==> config.mk <==
export PLATFORM = sky130hd
export DESIGN_NAME = pix_field_extract
export DESIGN_NICKNAME = d
export VERILOG_FILES = /design/src/rtl/pix_field_extract.sv
export SDC_FILE = /design/constraint.sdc
export NUM_CORES = 1
export LEC_CHECK = 0
export BUFFER_PORTS_ARGS = -buffer_cell sky130_fd_sc_hd__clkbuf_2
export CORE_ASPECT_RATIO = 0.9
export CORE_MARGIN = 4
export CORE_UTILIZATION = 45
export DETAILED_ROUTE_END_ITERATION = 12
export GPL_TIMING_DRIVEN = 0
export HOLD_SLACK_MARGIN = 0.05
export SKIP_LAST_GASP = 1
export SYNTH_ARGS = -nofsm -noshare
export SYNTH_HDL_FRONTEND = slang
export SYNTH_SLANG_ARGS = --single-unit
==> constraint.sdc <==
create_clock -name clk -period 2.5 [get_ports clk]
set_clock_uncertainty 0.15 [all_clocks]
set_input_delay 0.125 -clock clk [delete_from_list [all_inputs] [get_ports clk]]
set_output_delay 0.125 -clock clk [all_outputs]
set_load 0.1 [all_outputs]
==> src/rtl/pix_field_extract.sv <==
module pix_field_extract #(
  parameter int OUT_W = 8
) (
  input  logic             clk,
  input  logic             rst_n,
  input  logic [31:0]      fmt_cfg,
  input  logic [31:0]      sel_r,
  input  logic [31:0]      sel_g,
  input  logic [31:0]      sel_b,
  input  logic [31:0]      pix_data,
  input  logic             pix_valid,
  input  logic             pix_visible,
  input  logic             pix_underrun,
  output logic [OUT_W-1:0] rgb_r,
  output logic [OUT_W-1:0] rgb_g,
  output logic [OUT_W-1:0] rgb_b,
  output logic             rgb_valid
);
  localparam int NCH = 3;
  localparam int FW  = 15;

  function automatic logic [OUT_W-1:0] justify(input logic [FW-1:0] f, input logic [3:0] n);
    logic [OUT_W-1:0] o;
    logic [3:0] idx;
    logic [FW-1:0] sh;
    o = '0;
    if (n >= 4'(OUT_W)) begin
      sh = f >> (n - 4'(OUT_W));
      o = sh[OUT_W-1:0];
    end else if (n != 4'd0) begin
      idx = n - 4'd1;
      for (int i = OUT_W-1; i >= 0; i--) begin
        o[i] = f[idx];
        idx = (idx == 4'd0) ? n - 4'd1 : idx - 4'd1;
      end
    end
    return o;
  endfunction

  logic [1:0]  bpp_code;
  logic [31:0] masked;
  logic        use_dflt_all;
  logic [31:0] sel [NCH];
  logic [OUT_W-1:0] nxt [NCH];
  logic [OUT_W-1:0] q   [NCH];

  assign bpp_code     = fmt_cfg[4:3];
  assign use_dflt_all = !pix_visible || pix_underrun;
  assign sel[0] = sel_r;
  assign sel[1] = sel_g;
  assign sel[2] = sel_b;

  for (genvar b = 0; b < 4; b++) begin : g_byte
    assign masked[8*b +: 8] = (b <= int'(bpp_code)) ? pix_data[8*b +: 8] : 8'h00;
  end

  for (genvar c = 0; c < NCH; c++) begin : g_ch
    logic [46:0]   wide;
    logic [15:0]   lmask;
    logic [FW-1:0] field;
    logic [3:0]    len;
    assign len   = sel[c][11:8];
    assign wide  = {15'd0, masked} >> sel[c][4:0];
    assign lmask = (16'd1 << len) - 16'd1;
    assign field = wide[FW-1:0] & lmask[FW-1:0];
    assign nxt[c] = (use_dflt_all || len == 4'd0) ? sel[c][23:16] : justify(field, len);

    always_ff @(posedge clk or negedge rst_n) begin
      if (!rst_n)         q[c] <= '0;
      else if (pix_valid) q[c] <= nxt[c];
    end
  end

  always_ff @(posedge clk or negedge rst_n) begin
    if (!rst_n) rgb_valid <= 1'b0;
    else        rgb_valid <= pix_valid;
  end

  assign rgb_r = q[0];
  assign rgb_g = q[1];
  assign rgb_b = q[2];

  a_r8_valid_rise: assert property (@(posedge clk) disable iff (!rst_n)
    pix_valid |=> rgb_valid);
  a_r8_valid_fall: assert property (@(posedge clk) disable iff (!rst_n)
    !pix_valid |=> !rgb_valid);
  a_r9_hold: assert property (@(posedge clk) disable iff (!rst_n)
    !pix_valid |=> ($stable(rgb_r) && $stable(rgb_g) && $stable(rgb_b)));
  a_r6_blank_dflt: assert property (@(posedge clk) disable iff (!rst_n)
    (pix_valid && !pix_visible) |=> (rgb_r == $past(sel_r[23:16])));
  a_r7_underrun_dflt: assert property (@(posedge clk) disable iff (!rst_n)
    (pix_valid && pix_underrun) |=> (rgb_g == $past(sel_g[23:16])));
  a_r5_zero_len: assert property (@(posedge clk) disable iff (!rst_n)
    (pix_valid && sel_b[11:8] == 4'd0) |=> (rgb_b == $past(sel_b[23:16])));
endmodule

# Word-level counts from Yosys, hierarchy flattened
# Index checks and enable logic that the tools add are counted.
# classes
add_sub_neg	30
n_lt_le_gt_ge	30
shift	9
n_mux	81
n_bitwise	3
reduce_logical	32
# op_table
op	n
4-bit by 5-bit less-than comparator with 1-bit output, second input constant	24
1-bit binary-select mux with 4-bit select	24
4-bit logical NOT	24
8-bit two-way mux	12
32-bit by 5-bit >> shifter with 15-bit output	3
4-bit by 1-bit subtractor with 4-bit output, second input constant	24
4-bit two-way mux	21
15-bit AND	3
1-bit by 4-bit left shift with 15-bit output, first input constant	3
15-bit by 4-bit >> shifter with 8-bit output	3
15-bit by 1-bit subtractor with 15-bit output, second input constant	3
1-bit two-way mux	24
4-bit >= comparator, second input constant	3
4-bit nonzero test	3
4-bit subtractor, second input constant	3
2-bit <= comparator, first input constant	2
1-bit logical OR	4
1-bit by 2-bit <= comparator with 1-bit output, first input constant	1
1-bit logical NOT	1
# totals
ff_bits	25
inputBits	165
out_inout_bits	25
elab_cells	189

# Logic depth before layout (Yosys ltp)
# Gate-level depths: netlist (run 1).
# depth
ltp_word	20
depth_mapped	34
depth_no_buf	27

# Worst setup path after synthesis (run 1)
# Ideal clock, no wire load.
# synth_timing
kind	input -> register
start	input port sel_g[8]
end	register q (netlist bit rgb_g[0])
setup_time_ns	0.087
arrival_time_ns	8.091
required_time_ns	2.263
path_slack_ns	-5.828
path_stages	33
n_path_buf	8
path_cell_list	buf_2 > inv_1 > clkbuf_1 > buf_1 > clkbuf_1 > ha_1 > ha_1 > clkbuf_1 > clkbuf_1 > nand2_1 > nor2_1 > nand2_1 > o21ai_1 > ha_1 > clkbuf_1 > nand3b_1 > o31a_1 > o21ai_0 > a221oi_4 > a41oi_1 > inv_1 > a21oi_1 > xnor2_1 > a2111oi_0 > buf_2 > ha_1 > nand2_1 > a211oi_4 > mux2i_2 > mux2_1 > a22o_1 > a2111o_1 > o211ai_1
# synth_via
elab_chain_cells	20
elab_cells_between_ends	36
cone_classes	add/sub (10); order compare (1); shift (2); mux (12); bitwise (1); reduce/logical (10)
# synth_lines
item	line_no	source
start, declared	8	input logic [31:0] sel_g,
4-bit by 1-bit subtractor with 4-bit output	-	
4-bit by 1-bit subtractor with 4-bit output / 4-bit logical NOT (equally long branches)	34	idx = (idx == 4'd0) ? n - 4'd1 : idx - 4'd1;
4-bit two-way mux	34	
4-bit by 1-bit subtractor with 4-bit output / 4-bit logical NOT (equally long branches)	34	
4-bit two-way mux	34	
4-bit by 1-bit subtractor with 4-bit output / 4-bit logical NOT (equally long branches)	34	
4-bit two-way mux	34	
4-bit by 1-bit subtractor with 4-bit output / 4-bit logical NOT (equally long branches)	34	
[4 not listed]	-	
4-bit two-way mux	34	
4-bit by 1-bit subtractor with 4-bit output / 4-bit logical NOT (equally long branches)	34	
4-bit two-way mux	34	
1-bit binary-select mux with 4-bit select	33	o[i] = f[idx];
1-bit two-way mux (implied by the code)	33	
8-bit two-way mux	30	end else if (n != 4'd0) begin
8-bit two-way mux	27	if (n >= 4'(OUT_W)) begin
8-bit two-way mux *	66	assign nxt[c] = (use_dflt_all || len == 4'd0) ? sel[c][23:16] : justify(field, len);
end signal, assigned by index	70	else if (pix_valid) q[c] <= nxt[c];
end, declared	45	logic [OUT_W-1:0] q [NCH];
# Every way passes the cells marked *; elsewhere a longest branch is shown, timed or not. The select of a mux whose other input is x is not followed.
# A chain may end at the register's enable or synchronous reset.

# Worst setup path after layout (run 1)
# Same ends and word-level chain as after synthesis.

==> flow_metrics.env, run 1 <==
export IMPL_fin_crit_ns=6.01
export IMPL_htreeDepth=1
export IMPL_power_density_nw_per_um2=432
export IMPL_io_pins=190
export IMPL_grt_overflow=0
export IMPL_synth_area_leaders="mux4_2, mux2i_1, nand2_1, nor2_1, o21ai_0"
export IMPL_fill_cells=2940
export IMPL_drt_total_wl_mm=74.0
export IMPL_cts_tree="yes"
export IMPL_grt_use_total_pct=36.5
export IMPL_dp_slack_ns=-5.27
export IMPL_die_x_um=205
export IMPL_path_class="in2reg"
export IMPL_insertion_delay_ns=0.27
export IMPL_period_share_pct=241
export IMPL_area_growth_pct=44.8
export IMPL_clkSinkCount=25
export IMPL_crit_fanout=10
export IMPL_clock_root_buffer="clkbuf_16"
export IMPL_cp_arrival_ns=6.05
export IMPL_portBuffers=101
export IMPL_grt_pass1_vias=20006
export IMPL_cap_violations=0
export IMPL_clk_pin_slew_ns=0.07
export IMPL_yosysSeqAreaShare_pct=3.96
export IMPL_startpoint_type="primary input"
export IMPL_synth_most_common_cell="nand2_1"
export IMPL_crit_path_top_delay_cell="a221oi_4"
export IMPL_syn_cell_area_sq_um=15800
export IMPL_grt_max_degree=26
export IMPL_intPower_w=0.00452
export IMPL_hp_class="in2reg"
export IMPL_leakage_nw=9.02
export IMPL_report_final_hold_viol_count=0
export IMPL_async_flop_share_pct=100
export IMPL_fin_tns_setup_ns=-44.91
export IMPL_cpPeakStageDelay_ns=0.35
export IMPL_yosys_cell_types_count=103
export IMPL_wire_per_inst_um=23.7
export IMPL_num_vias=21278
export IMPL_slew_violations=0
export IMPL_p_sw_w=0.00535
export IMPL_clk_path_buf_depth=2
export IMPL_setup_ws_ns=-3.51
export IMPL_slew_limit_headroom_pct=41.9
export IMPL_start_util_pct=46.1
export IMPL_combPwrFrac_pct=90.7
export IMPL_synth_net_count=2475
export IMPL_status="finished with violations"
export IMPL_synth_main_ff_cell="dfrtp_1"
export IMPL_p_sw_share_pct=54.2
export IMPL_setup_violations=24
export IMPL_yosys_warnings=0
export IMPL_drc=0
export IMPL_grt_pass1_wl_mm=113
export IMPL_gp_congestion=0.972
export IMPL_cts_made_buffers=3
export IMPL_violations="setup timing"
export IMPL_synth_edf_count=0
export IMPL_dp_hpwl_mm=51.4
export IMPL_end_kind="flip-flop"
export IMPL_rsz0062_at_grt="true"
export IMPL_finalCoreUtilization_pct=66.7
export IMPL_postSynthRegisterBits=25
export IMPL_vdd_drop_max_uv=241
export IMPL_fin_cells=3124
export IMPL_fin_nets=2860
export IMPL_dp_cells=2841
export IMPL_p_seq_share_pct=5.3
export IMPL_num_rows=64
export IMPL_timing_fmax_mhz=166
export IMPL_synth_top_area_share_pct=12.0
export IMPL_ant_nets=0
export IMPL_viasPerCell=6.81
export IMPL_dr_pass1_iters=7
export IMPL_max_slew_worst_pin_slew_ns=0.869
export IMPL_synth_avg_cell_area_sq_um=6.93
export IMPL_core_sq_um=34300
export IMPL_antenna_found_initial=2
export IMPL_die_h_um=186
export IMPL_clock_power_share_pct=4.0
export IMPL_synth_commonest_cells="nand2_1, nor2_1, mux2i_1"
export IMPL_drt_iter0_markers=2608
export IMPL_die_area_sq_um=38100
export IMPL_antenna_cells=0
export IMPL_required_ns=2.53
export IMPL_syn_instance_count=2278
export IMPL_yosysTopAreaCell="mux4_2"
export IMPL_drive_gt1_share_pct=39.0
## sequential cells by signal (all words and copies together), names as in the netlist
signal and count:
rgb_b 8, rgb_g 8, rgb_r 8, rgb_valid 1
## worst paths after layout
check	end	slack (ns)	cells past startpoint	start
max	rgb_g[0]	-3.51	32	sel_g[8]
min	rgb_b[1]	0.08	4	sel_b[17]
max reg2reg	rgb_g[0]	1.05	4	rgb_g[0]
min reg2reg	rgb_b[6]	0.38	2	rgb_b[6]
max in group asynchronous	rgb_g[0]	1.48	2	rst_n
min in group asynchronous	rgb_b[7]	0.27	2	rst_n
## cells by family after synthesis
kind of cell	synth area share, %
AOI/OAI and AO/OA	32.0
xor gates and xnor gates	1.88
adders and majority gates	2.54
buffers and inverters	6.95
DFF	3.96
muxes	28.5
and+or+nand+nor	24.1
## metal layers
metal,routed length (um),global-route usage (%),vias to the layer above
met5,25,0,-
met4,3080,13.0,4
met3,7230,4.37,298
met2,33900,60.1,1395
met1,29800,49.6,10124
li1,-,-,9457
## power groups by stage
stage / Clock [W] / Combinational, W / Sequential, W
after floorplan: 0 / 0.00486 / 0.000970
after global placement: 0 / 0.00679 / 0.000531
after detailed placement: 0 / 0.00687 / 0.000529
after CTS: 0.000402 / 0.00825 / 0.000524
after global routing: 0.000409 / 0.00943 / 0.000531
final: 0.000391 / 0.00895 / 0.000527
## area by class of cell
cell class	count	area [sq um]	area share, %
clock buffer	3	75.1	0.329
buffer	198	1700	7.44
timing repair buffer	398	3070	13.4
sequential	25	626	2.74
clock inverter	1	7.51	0.0329
tap	462	578	2.53
multi-input combinational	1969	16400	71.9
inverter	68	377	1.65
## repair_timing
item	4_1_cts	5_1_grt
endpoints found under the setup margin	24	24
setup buffers	219	68
gates resized for setup	424	168
pin swaps	160	114
gates cloned	4	1
hold buffers	16	0
endpoints found under the hold margin	40	0
## cells in the final DEF, fill, tap and decap left out, drive strengths merged, types with 13 or more instances in the layout
cell type,count
and2,25
nor4,13
a211o,15
mux2,64
or3,21
a21o,21
or2,15
xor2,13
o211ai,61
xnor2,20
a21oi,146
o21ai,175
nand3,88
a31oi,40
ha,32
o21a,15
nor2,241
clkbuf,241
nand2b,22
o31ai,20
nor2b,20
dfrtp,25
mux4,84
nor3,67
mux2i,187
inv,58
dlygate4sd3,16
nand2,259
a211oi,58
buf,341
and3,16
o22ai,28
## critical path: cells and delay by family
| family | cells | cell delay, ns |
|---|---|---|
| compound gates | 12 | 2.68 |
| fa+ha+maj | 3 | 0.63 |
| simple gates | 3 | 0.27 |
| mux | 2 | 0.65 |
| xor+xnor | 1 | 0.11 |
| buf+inv | 11 | 1.56 |
## metrics by stage
stage	power, W	hold WS [ns]	cell area (sq um)
after floorplan	0.00583	-0.321	17100
after global placement	0.00732	0.0422	18200
after detailed placement	0.00740	0.0488	18200
after CTS	0.00918	0.0527	21900
after global routing	0.0104	0.0919	22800
final	0.00986	0.0790	22800
Power figures use the tool's default switching activity.
==> run 2: changes to the inputs <==
--- a/config.mk
+++ b/config.mk
@@ -16,3 +16,4 @@
 export SYNTH_ARGS = -nofsm -noshare
 export SYNTH_HDL_FRONTEND = slang
 export SYNTH_SLANG_ARGS = --single-unit
+export TNS_END_PERCENT = 50
==> run 2 against run 1 <==
  * The flow still finishes with violations (setup timing)
  * Core utilization fell by 3.4 points
  * Worst hold slack got worse by 0.042 ns
  * Non-clock buffer count decreased by 65
  * Critical endpoint unchanged
==> flow_metrics.env, run 2 (synthesis results as in run 1) <==
export IMPL_grt_overflow=0
export IMPL_cpPeakStageDelay_ns=0.41
export IMPL_clk_path_buf_depth=2
export IMPL_report_final_hold_viol_count=0
export IMPL_clock_root_buffer="clkbuf_16"
export IMPL_drt_total_wl_mm=71.8
export IMPL_fin_crit_ns=6.26
export IMPL_p_seq_share_pct=5.4
export IMPL_dp_hpwl_mm=50.4
export IMPL_status="finished with violations"
export IMPL_cts_tree="yes"
export IMPL_slew_violations=0
export IMPL_vdd_drop_max_uv=252
export IMPL_violations="setup timing"
export IMPL_num_vias=20838
export IMPL_drive_gt1_share_pct=33.9
export IMPL_drc=0
export IMPL_viasPerCell=6.81
export IMPL_setup_ws_ns=-3.76
export IMPL_slew_limit_headroom_pct=24.0
export IMPL_clock_power_share_pct=4.2
export IMPL_grt_use_total_pct=34.8
export IMPL_end_kind="flip-flop"
export IMPL_clk_pin_slew_ns=0.08
export IMPL_period_share_pct=251
export IMPL_crit_fanout=6
export IMPL_die_h_um=186
export IMPL_final_cell_mix="nand2_1, nor2_1, buf_4"
export IMPL_hp_class="in2reg"
export IMPL_startpoint_type="primary input"
export IMPL_htreeDepth=1
export IMPL_intPower_w=0.00447
export IMPL_leakage_nw=8.48
export IMPL_start_util_pct=46.1
export IMPL_insertion_delay_ns=0.27
export IMPL_clkSinkCount=25
export IMPL_p_sw_w=0.00524
export IMPL_power_density_nw_per_um2=448
export IMPL_cpMostUsedCell="clkbuf_16"
export IMPL_crit_path_top_delay_cell="or3_4"
export IMPL_fin_nets=2795
export IMPL_die_x_um=205
export IMPL_dr_pass1_iters=6
export IMPL_crit_family="compound AO/OA/AOI/OAI gates"
export IMPL_p_sw_share_pct=54.0
export IMPL_combPwrFrac_pct=90.4
export IMPL_layout_commonest_cell="nand2_1"
export IMPL_timing_fmax_mhz=160
export IMPL_ant_nets=0
export IMPL_core_sq_um=34300
export IMPL_grt_max_degree=26
export IMPL_portBuffers=101
export IMPL_fill_cells=3083
export IMPL_cp_arrival_ns=6.29
export IMPL_num_rows=64
export IMPL_die_area_sq_um=38100
export IMPL_dp_cells=2842
export IMPL_cts_made_buffers=3
export IMPL_path_buf_inv=11
export IMPL_fin_tns_setup_ns=-51.62
export IMPL_max_slew_worst_pin_slew_ns=1.13
export IMPL_grt_pass1_wl_mm=108
export IMPL_path_class="in2reg"
export IMPL_area_growth_pct=37.3
export IMPL_grt_pass1_vias=19047
export IMPL_fin_cells=3059
export IMPL_cap_violations=0
export IMPL_wire_per_inst_um=23.5
export IMPL_setup_violations=24
export IMPL_gp_congestion=0.984
export IMPL_antenna_found_initial=1
export IMPL_holdWs_ns=0.0371
export IMPL_antenna_cells=0
export IMPL_drt_iter0_markers=2393
export IMPL_rsz0062_at_grt="true"
export IMPL_io_pins=190
export IMPL_required_ns=2.53
-- run 2: repair_timing --
action	in CTS	in global routing
pin swaps	103	118
setup buffers	126	86
hold buffers	16	0
resized for setup	196	360
endpoints found under the setup margin	24	24
hold endpoints to repair	40	0
cloned	1	1
-- run 2: layer usage --
| metal | up-vias | wire length [um] | GRT usage, % | part of all wire (%) |
|---|---|---|---|---|
| met5 | - | 20 | 0 | 0.028 |
| met4 | 2 | 2360 | 9.62 | 3.3 |
| met3 | 210 | 7130 | 5.33 | 9.9 |
| met2 | 1276 | 32300 | 55.2 | 45 |
| met1 | 10041 | 30000 | 49.4 | 42 |
| li1 | 9309 | - | - | - |
-- run 2: area by class of cell --
type	instances	area (sq um)	area share, %
Multi-Input combinational cell	1969	16000	74.0
Timing Repair Buffer	331	2550	11.8
Buffer	200	1450	6.68
Sequential cell	25	626	2.89
Tap cell	462	578	2.67
Inverter	68	353	1.63
Clock buffer	3	75.1	0.346
Clock inverter	1	7.51	0.0346
-- run 2: worst paths after layout --
kind,start,end,slack (ns),cells after the start
worst max-delay path,sel_g[8],rgb_g[0],-3.76,34
worst min-delay path,sel_g[18],rgb_g[2],0.04,3
worst max register to register,rgb_g[0],rgb_g[0],1.08,4
max in group asynchronous,rst_n,rgb_b[6],1.43,2
worst min register to register,rgb_b[7],rgb_b[7],0.39,2
min in group asynchronous,rst_n,rgb_b[0],0.29,2
-- run 2: worst min-delay path, stage by stage --
cell	delay [ns]
clkbuf_2	0.08
nor3b_1	0.04
nor3_1	0.17
-- run 2: power by group through the flow --
stage / clock network [W] / registers, W / logic [W]
final: 0.000411 / 0.000526 / 0.00877
after global routing: 0.000430 / 0.000531 / 0.00927
after CTS: 0.000408 / 0.000523 / 0.00777
after detailed placement: 0 / 0.000530 / 0.00672
after global placement: 0 / 0.000530 / 0.00664
after floorplan: 0 / 0.000970 / 0.00477
-- run 2: through the flow --
stage / utilization (%) / setup WS [ns] / power [W] / instance area [sq um]
after floorplan: - / -3.97 / 0.00574 / 16800
after detailed placement: 52.2 / -5.21 / 0.00725 / 17900
after global routing: 63.2 / -3.94 / 0.0102 / 21700
after global placement: 52.1 / -5.13 / 0.00717 / 17900
final: 63.2 / -3.76 / 0.00971 / 21700
after CTS: 58.5 / -3.48 / 0.00870 / 20100
